### config.mk
export PLATFORM = sky130hd
export DESIGN_NAME = polymul_serial
export DESIGN_NICKNAME = d
export VERILOG_FILES = /design/src/rtl/polymul_pkg.sv /design/src/rtl/polymul_clmul.sv /design/src/rtl/polymul_ctrl.sv /design/src/rtl/polymul_dp.sv /design/src/rtl/polymul_serial.sv
export SDC_FILE = /design/constraint.sdc
export NUM_CORES = 2
export LEC_CHECK = 0
export BUFFER_PORTS_ARGS = -buffer_cell sky130_fd_sc_hd__buf_2
export CORE_MARGIN = 2
export CORE_UTILIZATION = 45
export CTS_CLUSTER_SIZE = 16
export DETAILED_ROUTE_END_ITERATION = 8
export PLACE_DENSITY = 0.72
export SYNTH_ARGS = -nofsm -noshare
export SYNTH_HDL_FRONTEND = slang
export SYNTH_SLANG_ARGS = --single-unit
### constraint.sdc
create_clock -name clk -period 5.9 [get_ports clk]
set_clock_uncertainty 0.1 [all_clocks]
set_input_delay 0.885 -clock clk [delete_from_list [all_inputs] [get_ports clk]]
set_output_delay 0.885 -clock clk [all_outputs]
set_load 0.02 [all_outputs]
### src/rtl/polymul_pkg.sv
package polymul_pkg;
  localparam int IDX_W = 6;

  typedef enum logic [1:0] {
    ST_IDLE  = 2'd0,
    ST_MAC   = 2'd1,
    ST_SHIFT = 2'd2,
    ST_FINAL = 2'd3
  } ctrlState_t;

  typedef struct packed {
    logic             loadOps;
    logic             mac;
    logic             shift;
    logic             fin;
    logic [IDX_W-1:0] aIdx;
    logic [IDX_W-1:0] bIdx;
    logic [IDX_W-1:0] col;
  } dpStrobe_t;
endpackage

### src/rtl/polymul_clmul.sv
module polymul_clmul #(
  parameter int WORD_W = 32
) (
  input  logic [WORD_W-1:0]   wa,
  input  logic [WORD_W-1:0]   wb,
  output logic [2*WORD_W-1:0] wp
);
  always_comb begin
    wp = '0;
    for (int i = 0; i < WORD_W; i++) begin
      if (wb[i]) wp = wp ^ ({{WORD_W{1'b0}}, wa} << i);
    end
  end
endmodule

### src/rtl/polymul_ctrl.sv
module polymul_ctrl
  import polymul_pkg::*;
#(
  parameter int NUM_WORDS = 6
) (
  input  logic      clk,
  input  logic      rstN,
  input  logic      start,
  output logic      busy,
  output logic      done,
  output dpStrobe_t stb
);
  localparam logic [IDX_W-1:0] LAST_WORD = IDX_W'(NUM_WORDS - 1);
  localparam logic [IDX_W-1:0] LAST_COL  = IDX_W'(2 * NUM_WORDS - 2);

  ctrlState_t       state;
  logic [IDX_W-1:0] col, jCur, jHi, nextCol, jLoNext;

  assign jHi     = (col < IDX_W'(NUM_WORDS)) ? col : LAST_WORD;
  assign nextCol = col + 1'b1;
  assign jLoNext = (nextCol < IDX_W'(NUM_WORDS)) ? '0 : nextCol - LAST_WORD;

  always_ff @(posedge clk) begin
    if (!rstN) begin
      state <= ST_IDLE;
      col   <= '0;
      jCur  <= '0;
      done  <= 1'b0;
    end else begin
      done <= 1'b0;
      unique case (state)
        ST_IDLE: if (start) begin
          state <= ST_MAC;
          col   <= '0;
          jCur  <= '0;
        end
        ST_MAC: begin
          if (jCur == jHi) state <= ST_SHIFT;
          else             jCur  <= jCur + 1'b1;
        end
        ST_SHIFT: begin
          if (col == LAST_COL) state <= ST_FINAL;
          else begin
            state <= ST_MAC;
            col   <= nextCol;
            jCur  <= jLoNext;
          end
        end
        ST_FINAL: begin
          state <= ST_IDLE;
          done  <= 1'b1;
        end
        default: state <= ST_IDLE;
      endcase
    end
  end

  assign busy = (state != ST_IDLE);

  always_comb begin
    stb         = '0;
    stb.loadOps = (state == ST_IDLE) && start;
    stb.mac     = (state == ST_MAC);
    stb.shift   = (state == ST_SHIFT);
    stb.fin     = (state == ST_FINAL);
    stb.aIdx    = jCur;
    stb.bIdx    = col - jCur;
    stb.col     = col;
  end
endmodule

### src/rtl/polymul_dp.sv
module polymul_dp
  import polymul_pkg::*;
#(
  parameter int OPER_W    = 163,
  parameter int WORD_W    = 32,
  parameter int NUM_WORDS = 6
) (
  input  logic                          clk,
  input  logic                          rstN,
  input  dpStrobe_t                     stb,
  input  logic [OPER_W-1:0]             opA,
  input  logic [OPER_W-1:0]             opB,
  output logic [2*NUM_WORDS*WORD_W-1:0] product
);
  localparam int PAD_W = NUM_WORDS * WORD_W;
  localparam int OUT_W = 2 * PAD_W;

  logic [PAD_W-1:0]    regA, regB;
  logic [WORD_W-1:0]   accHi, accLo, wordA, wordB;
  logic [2*WORD_W-1:0] wordProd;
  logic [OUT_W-1:0]    zReg;

  assign wordA = regA[stb.aIdx*WORD_W +: WORD_W];
  assign wordB = regB[stb.bIdx*WORD_W +: WORD_W];

  polymul_clmul #(.WORD_W(WORD_W)) u_clmul (
    .wa(wordA),
    .wb(wordB),
    .wp(wordProd)
  );

  always_ff @(posedge clk) begin
    if (!rstN) begin
      regA  <= '0;
      regB  <= '0;
      accHi <= '0;
      accLo <= '0;
      zReg  <= '0;
    end else if (stb.loadOps) begin
      regA  <= PAD_W'(opA);
      regB  <= PAD_W'(opB);
      accHi <= '0;
      accLo <= '0;
      zReg  <= '0;
    end else if (stb.mac) begin
      accHi <= accHi ^ wordProd[2*WORD_W-1:WORD_W];
      accLo <= accLo ^ wordProd[WORD_W-1:0];
    end else if (stb.shift) begin
      zReg[stb.col*WORD_W +: WORD_W] <= accLo;
      accLo <= accHi;
      accHi <= '0;
    end else if (stb.fin) begin
      zReg[OUT_W-1 -: WORD_W] <= accLo;
    end
  end

  assign product = zReg;
endmodule

### src/rtl/polymul_serial.sv
module polymul_serial
  import polymul_pkg::*;
#(
  parameter int OPER_W    = 163,
  parameter int WORD_W    = 32,
  parameter int NUM_WORDS = (OPER_W + WORD_W - 1) / WORD_W
) (
  input  logic                          clk,
  input  logic                          rstN,
  input  logic                          start,
  input  logic [OPER_W-1:0]             opA,
  input  logic [OPER_W-1:0]             opB,
  output logic                          busy,
  output logic                          done,
  output logic [2*NUM_WORDS*WORD_W-1:0] product
);
  dpStrobe_t stb;

  polymul_ctrl #(.NUM_WORDS(NUM_WORDS)) u_ctrl (
    .clk(clk), .rstN(rstN), .start(start),
    .busy(busy), .done(done), .stb(stb)
  );

  polymul_dp #(.OPER_W(OPER_W), .WORD_W(WORD_W), .NUM_WORDS(NUM_WORDS)) u_dp (
    .clk(clk), .rstN(rstN), .stb(stb),
    .opA(opA), .opB(opB), .product(product)
  );
endmodule

-- Word-level counts from Yosys, hierarchy flattened
Cells that the tools add are included.
W data, S select, Z words.
- register bits after elaboration: 789
- output and inout bits: 386
- reduce and logical (&&, ||, !) cells: 13
- shift-type cells: 4
- magnitude comparators: 2
- equality and inequality tests: 9
- muxes and demuxes: 52
- bitwise gates (word level): 35
- add/sub/neg operators: 5
- operators with widths (operator ; count):
    $mux W64 ; 31
    $bwmux W384 ; 1
    $shift A32 B34 Y384 const A ; 1
    $shiftx A192 B12 Y32 ; 2
    $shiftx A32 B34 Y384 ; 1
    $mux W32 ; 7
    $xor A32 B32 Y32 ; 2
    $xor A64 B33 Y64 ; 1
    $xor A64 B34 Y64 ; 1
    $xor A64 B35 Y64 ; 1
    $xor A64 B36 Y64 ; 1
    $xor A64 B37 Y64 ; 1
    $xor A64 B38 Y64 ; 1
    $xor A64 B39 Y64 ; 1
    $xor A64 B40 Y64 ; 1
    $xor A64 B41 Y64 ; 1
    $xor A64 B42 Y64 ; 1
    $xor A64 B43 Y64 ; 1
    $xor A64 B44 Y64 ; 1
    $xor A64 B45 Y64 ; 1
    $xor A64 B46 Y64 ; 1
    $xor A64 B47 Y64 ; 1
    $xor A64 B48 Y64 ; 1
    $xor A64 B49 Y64 ; 1
    40 further kinds ; 58

-- Depth between registers and ports, before layout
- depth in word-level cells: 67
- depth in mapped cells: 22

-- By module
From an unflattened synthesis, not the netlist that was laid out.
- cell total of the unflattened synthesis: 5653
- area total of the unflattened synthesis: 46985.1 um2
- modules (own cells, without submodules) (module ; area an instance (um2) ; seq. area each (um2) ; instances ; cells each):
    polymul_dp ; 32272.2 ; 15494.9 ; 1 ; 3300
    polymul_clmul ; 13337.8 ; 0.0 ; 1 ; 2179
    polymul_ctrl ; 1375.1 ; 300.3 ; 1 ; 174

-- Least setup slack after synthesis
No wires, ideal clock.
- path type: reg2reg
- from: register u_ctrl.jCur[1]
- to: register u_dp.accLo[31]
- clock period less this slack: 4.453 ns
- required time: 5.730 ns
- arrival: 4.283 ns
- cell stages (with the launch flop): 20
- buffers on the path: 6
- setup slack: 1.447 ns
- setup time: 0.070 ns
- cells stage by stage: dfxtp_1 -> buf_2 -> buf_2 -> buf_2 -> inv_1 -> fa_1 -> buf_6 -> buf_12 -> buf_6 -> mux4_2 -> mux2_1 -> o221ai_2 -> nor2_2 -> xnor2_1 -> xnor3_1 -> xnor2_1 -> xnor2_1 -> xnor2_1 -> or3_1 -> a21oi_1
- cells in the longest elaborated chain, start to end: 67
- elaborated cells between the ends (all ways): 68
- RTL lines (element ; line ; text):
    start, declared ; polymul_ctrl.sv:17 ; logic [IDX_W-1:0] col, jCur, jHi, nextCol, jLoNext;
    start signal, assigned ; polymul_ctrl.sv:39 ; else jCur <= jCur + 1'b1;
    start signal, assigned ; polymul_ctrl.sv:46 ; jCur <= jLoNext;
    $sub A6 B6 Y6 ; polymul_ctrl.sv:67 ; stb.bIdx = col - jCur;
    $shiftx A192 B12 Y32 ; polymul_dp.sv:24 ; assign wordB = regB[stb.bIdx*WORD_W +: WORD_W];
    $mux W32 ; polymul_clmul.sv:11 ; if (wb[i]) wp = wp ^ ({{WORD_W{1'b0}}, wa} << i);
    $xor A64 B33 Y64 ; polymul_clmul.sv:11 ;
    $mux W64 ; polymul_clmul.sv:11 ;
    $xor A64 B34 Y64 ; polymul_clmul.sv:11 ;
    $mux W64 ; polymul_clmul.sv:11 ;
    $xor A64 B35 Y64 ; polymul_clmul.sv:11 ;
    [51 not listed] ; n/a ;
    $xor A64 B61 Y64 ; polymul_clmul.sv:11 ;
    $mux W64 ; polymul_clmul.sv:11 ;
    $xor A64 B62 Y64 ; polymul_clmul.sv:11 ;
    $mux W64 ; polymul_clmul.sv:11 ;
    $xor A64 B63 Y64 ; polymul_clmul.sv:11 ;
    $mux W64 * ; polymul_clmul.sv:11 ;
    $xor A32 B32 Y32 * ; polymul_dp.sv:47 ; accLo <= accLo ^ wordProd[WORD_W-1:0];
    $mux W32 * ; polymul_dp.sv:45 ; end else if (stb.mac) begin
    end signal, assigned ; polymul_dp.sv:47 ;
    end signal, assigned ; polymul_dp.sv:50 ; accLo <= accHi;
    end, declared ; polymul_dp.sv:19 ; logic [WORD_W-1:0] accHi, accLo, wordA, wordB;
Every way passes the cells marked *; elsewhere a longest branch is shown, timed or not.
A chain may end at the register's enable or synchronous reset.

-- Worst setup path after layout
- from: register u_ctrl.col[0]
- to: register u_dp.accHi[13]
- cells in the longest elaborated chain, start to end: 65
- RTL lines (element ; line ; text):
    start, declared ; polymul_ctrl.sv:17 ;
    start signal, assigned ; polymul_ctrl.sv:45 ; col <= nextCol;
    $sub A6 B6 Y6 * ; polymul_ctrl.sv:67 ;
    $shiftx A192 B12 Y32 * ; polymul_dp.sv:24 ;
    $mux W64 ; polymul_clmul.sv:11 ;
    $xor A64 B34 Y64 ; polymul_clmul.sv:11 ;
    $mux W64 ; polymul_clmul.sv:11 ;
    $xor A64 B35 Y64 ; polymul_clmul.sv:11 ;
    $mux W64 ; polymul_clmul.sv:11 ;
    $xor A64 B36 Y64 ; polymul_clmul.sv:11 ;
    [49 not listed] ; n/a ;
    $xor A64 B61 Y64 ; polymul_clmul.sv:11 ;
    $mux W64 ; polymul_clmul.sv:11 ;
    $xor A64 B62 Y64 ; polymul_clmul.sv:11 ;
    $mux W64 ; polymul_clmul.sv:11 ;
    $xor A64 B63 Y64 ; polymul_clmul.sv:11 ;
    $mux W64 * ; polymul_clmul.sv:11 ;
    $xor A32 B32 Y32 * ; polymul_dp.sv:46 ; accHi <= accHi ^ wordProd[2*WORD_W-1:WORD_W];
    $mux W32 * ; polymul_dp.sv:45 ;
    end signal, assigned ; polymul_dp.sv:46 ;
    end, declared ; polymul_dp.sv:19 ;
Marks and branches as above.

==> metrics list <==
* Sum of negative setup slack: 0 ns
- Routed WL per cell: 23.1 µm
* Worst vdd rail ir drop: 334 µV
- Vias/cell: 5.74
- The initial antenna violation count came to 19.
- Count of vias placed by the detailed router: 45700
* Highest Clock Rate: 191 MHz
- Count of mapped cells out of synthesis: 6097
* Postcts setup bufs: 0
- DRC viols: 0
* Gp weighted congestion: 0.950
- The netlist uses 72 different library cells.
* Number of setup violations in the final report: 0
- Global-route usage over all layers: 33.0%
- Global routing finished with a remaining overflow of 0.
- Root Buffer Master: sky130_fd_sc_hd__clkbuf_16
- Max-cap violation count: 0
* CTS H-tree lvls: 3
* CTS tree: yes
- The run finished with clean final reports.
* Power density over the cells: 363 nW/µm²
* Hpwl dp: 124000 µm
* Global-route wire length before repair: 269000 µm
- Most used flip-flop cell after synthesis: sky130_fd_sc_hd__dfxtp_1
* Std cell rows: 118
- The count of nets left with antenna violations once routing finished came out at 0.
- Synth async-reset ratio: 0%
- Die area: 106000 µm²
- Unrepaired setup endpoints after global routing: false
- The number of failing hold endpoints at the final stage came to 0.
* Required time at the worst-slack endpoint: 6.34 ns
- TritonCTS Sinks: 788
- Of all nets on the critical path, the largest fanout is 17.
- Post-route design area: 53800 µm²
- The synthesized design devotes to its leading area cell type 33.8% of total area.
- The synthesized design contains 0 enable-type register cells.
- STA classifies the critical path endpoint as a flip-flop.
- The total area inside the core boundary comes to 103000 µm².
- Die Ht: 326 µm
* Number of clock buffers inserted by TritonCTS: 86
- The initial utilization of the core area, before any placement, comes to 45.2%.
- Worst Path Arrival: 5.69 ns
- Synthesis produced a netlist with a net count of 6441.
- Most used standard cell by instance count after synthesis: sky130_fd_sc_hd__nor2_1
* # hold bufs at CTS: 0
- Cell accounting for the most synthesized area: sky130_fd_sc_hd__dfxtp_1
- Top post-synthesis cells by area: sky130_fd_sc_hd__dfxtp_1, sky130_fd_sc_hd__xnor2_1, sky130_fd_sc_hd__nor2_1, sky130_fd_sc_hd__nand2_1, sky130_fd_sc_hd__a21boi_0
* Number of global-route vias before repair: 42100
- For this run, the number of Yosys warnings is 0.
* Netlist area before placement: 46700 µm²
* Portion of the post-synthesis area used by sequential elements: 33.8%
* Violation count after the first detailed-routing iteration: 6239
- Measured along the x axis, the die boundary spans 326 µm.
- The first detailed-routing pass ran for 6 iterations.
- Latest clock arrival within the worst-skew pair: 0.70 ns
* Layout cells sized above 1: 17.9%
- Ranking of synthesized cells by instance count: sky130_fd_sc_hd__nor2_1, sky130_fd_sc_hd__nand2_1, sky130_fd_sc_hd__dfxtp_1, sky130_fd_sc_hd__xnor2_1, sky130_fd_sc_hd__a21oi_1
- The worst setup path is launched from a flip-flop.
- Final period demand of the worst path: 5.24 ns
* Final net count: 6857
- In this run, post-CTS repair resized a total of 0 instances.
- Hold is met by 0.334 ns.
- Entering global routing, the biggest net connects 199 pins.
- Min-Delay Path Class: in -> reg
* Register bit total from synthesis: 788
- Each instance of the synthesized netlist takes up on average 7.66 µm².
* Fin crit share: 88.9%
- Synth-to-Final Area Change: 15.3%
* Worst relative slew slack: 5.35%
- I/O pin total: 715
- The placed instances occupy a cell area of 50800 µm².
- For the pin with the worst max-slew slack, the measured transition is 1.42 ns.
- The critical path is of the reg -> reg type.
- The max-slew violation count came to 0.
- Number of buffers on the longest clock path: 3
- Port Buf Inserts: 714
- In this run the static leakage power is 20.4 nW.
* Clock slew at the register clock pins of the worst setup and hold paths: 0.07 ns
* Detailed-route wire length: 184000 µm
stage by stage:
step                power [W]  cells  utilization (%)  worst slack (ns)
detailed placement     0.0136   7805             49.2             0.869
global route           0.0201   7966             52.2             0.533
floorplan              0.0113   6097                -              1.45
global placement       0.0135   7805             49.2             0.896
finish                 0.0195   7968             52.2             0.656
CTS                    0.0193   7963             52.1             0.847
worst paths after layout:
check                           slack (ns)  cells after the start                    startpoint                           end
worst max-delay path                  0.66                     16    u_ctrl.col[0]$_SDFFE_PN0P_   u_dp.accHi[13]$_SDFFE_PP0P_
worst min-delay path                  0.33                      3                      opA[107]   u_dp.regA[107]$_SDFFE_PN0P_
worst max register to register        0.66                     16    u_ctrl.col[0]$_SDFFE_PN0P_   u_dp.accHi[13]$_SDFFE_PP0P_
worst min register to register        0.35                      2  u_dp.product[2]$_SDFFE_PP0P_  u_dp.product[2]$_SDFFE_PP0P_
power by group:
group          switching [W]  internal, W
Clock                0.00246      0.00330
Sequential          0.000489      0.00579
Combinational        0.00499      0.00251
Total                0.00794       0.0116
cells by family (layout without fill, tap and decap cells):
group,after synthesis,after routing,share of synthesized area (%)
simple gates,2757,2757,23.7
xor+xnor,1000,1000,19.8
compound gates,882,882,12.2
flops,788,788,33.8
buf+inv,541,1027,5.67
mux,114,114,4.31
fa+ha+maj,15,15,0.418
other cells,0,5,0
area by class of cell:
| cell class | count | area [µm²] |
|---|---|---|
| fillers | 9670 | 49400 |
| multi-input cells | 4768 | 28500 |
| flip-flops and latches | 788 | 15800 |
| repair buffers | 855 | 4740 |
| clock buffers | 116 | 2420 |
| well taps | 1380 | 1730 |
| clock inverters | 42 | 616 |
| inverters | 14 | 52.6 |
| diodes | 5 | 12.5 |
layer usage:
metal  global-route usage, %  share of wire (%)  vias to the layer above
li1                        -                  -                    20500
met2                    49.4                 43                     3006
met3                    9.02                 12                      750
met5                       0              0.086                        -
met1                    42.3                 38                    21500
met4                    19.9                7.0                       26
sequential cells by signal (all words and copies together) (netlist names), 2 cells and up:
name	cells
u_dp.product	384
u_dp.regA	163
u_dp.regB	163
u_dp.accLo	32
u_dp.accHi	31
u_ctrl.col	6
u_ctrl.jCur	6
u_ctrl.state	2
critical path, stage by stage, from the launching register on:
cell and delay, ns:
sky130_fd_sc_hd__dfxtp_1 0.31, sky130_fd_sc_hd__inv_1 0.15, sky130_fd_sc_hd__ha_2 0.21, sky130_fd_sc_hd__inv_1 0.05, sky130_fd_sc_hd__fa_2 0.86, sky130_fd_sc_hd__mux4_2 0.57, sky130_fd_sc_hd__mux2_2 0.30, sky130_fd_sc_hd__o221ai_2 0.47
sky130_fd_sc_hd__buf_4 0.47, sky130_fd_sc_hd__nor2_1 0.10, sky130_fd_sc_hd__xnor2_1 0.18, sky130_fd_sc_hd__xnor2_1 0.25, sky130_fd_sc_hd__xnor3_1 0.45, sky130_fd_sc_hd__xnor2_1 0.29, sky130_fd_sc_hd__nor2_1 0.10, sky130_fd_sc_hd__xnor2_1 0.17
sky130_fd_sc_hd__nor2_1 0.05
layout by cell type, fill, tap and decap left out, types with 7 or more instances in the layout:
| cell type | instances |
|---|---|
| sky130_fd_sc_hd__nor2_1 | 1496 |
| sky130_fd_sc_hd__nand2_1 | 817 |
| sky130_fd_sc_hd__dfxtp_1 | 786 |
| sky130_fd_sc_hd__xnor2_1 | 758 |
| sky130_fd_sc_hd__buf_2 | 713 |
| sky130_fd_sc_hd__a21oi_1 | 429 |
| sky130_fd_sc_hd__a21boi_0 | 326 |
| sky130_fd_sc_hd__nor3_1 | 253 |
| sky130_fd_sc_hd__xor2_1 | 205 |
| sky130_fd_sc_hd__buf_4 | 133 |
| sky130_fd_sc_hd__clkbuf_16 | 86 |
| sky130_fd_sc_hd__nand3_1 | 73 |
| sky130_fd_sc_hd__mux4_2 | 61 |
| sky130_fd_sc_hd__xnor3_1 | 35 |
| sky130_fd_sc_hd__a22o_1 | 30 |
| sky130_fd_sc_hd__and3b_1 | 29 |
| sky130_fd_sc_hd__o221ai_2 | 27 |
| sky130_fd_sc_hd__mux2_2 | 26 |
| sky130_fd_sc_hd__o21ai_0 | 25 |
| sky130_fd_sc_hd__nand2_2 | 24 |
| sky130_fd_sc_hd__clkbuf_8 | 17 |
| sky130_fd_sc_hd__mux2i_1 | 16 |
| sky130_fd_sc_hd__clkbuf_1 | 14 |
| sky130_fd_sc_hd__inv_1 | 12 |
| sky130_fd_sc_hd__nor2b_1 | 12 |
| sky130_fd_sc_hd__ha_1 | 11 |
| sky130_fd_sc_hd__clkinv_2 | 11 |
| sky130_fd_sc_hd__a22oi_1 | 9 |
| sky130_fd_sc_hd__a211oi_1 | 8 |
| sky130_fd_sc_hd__bufinv_16 | 8 |
| sky130_fd_sc_hd__clkinv_4 | 8 |
| sky130_fd_sc_hd__buf_12 | 8 |
| sky130_fd_sc_hd__o21ai_1 | 7 |
Note: power is estimated with default switching activity, not from simulation.
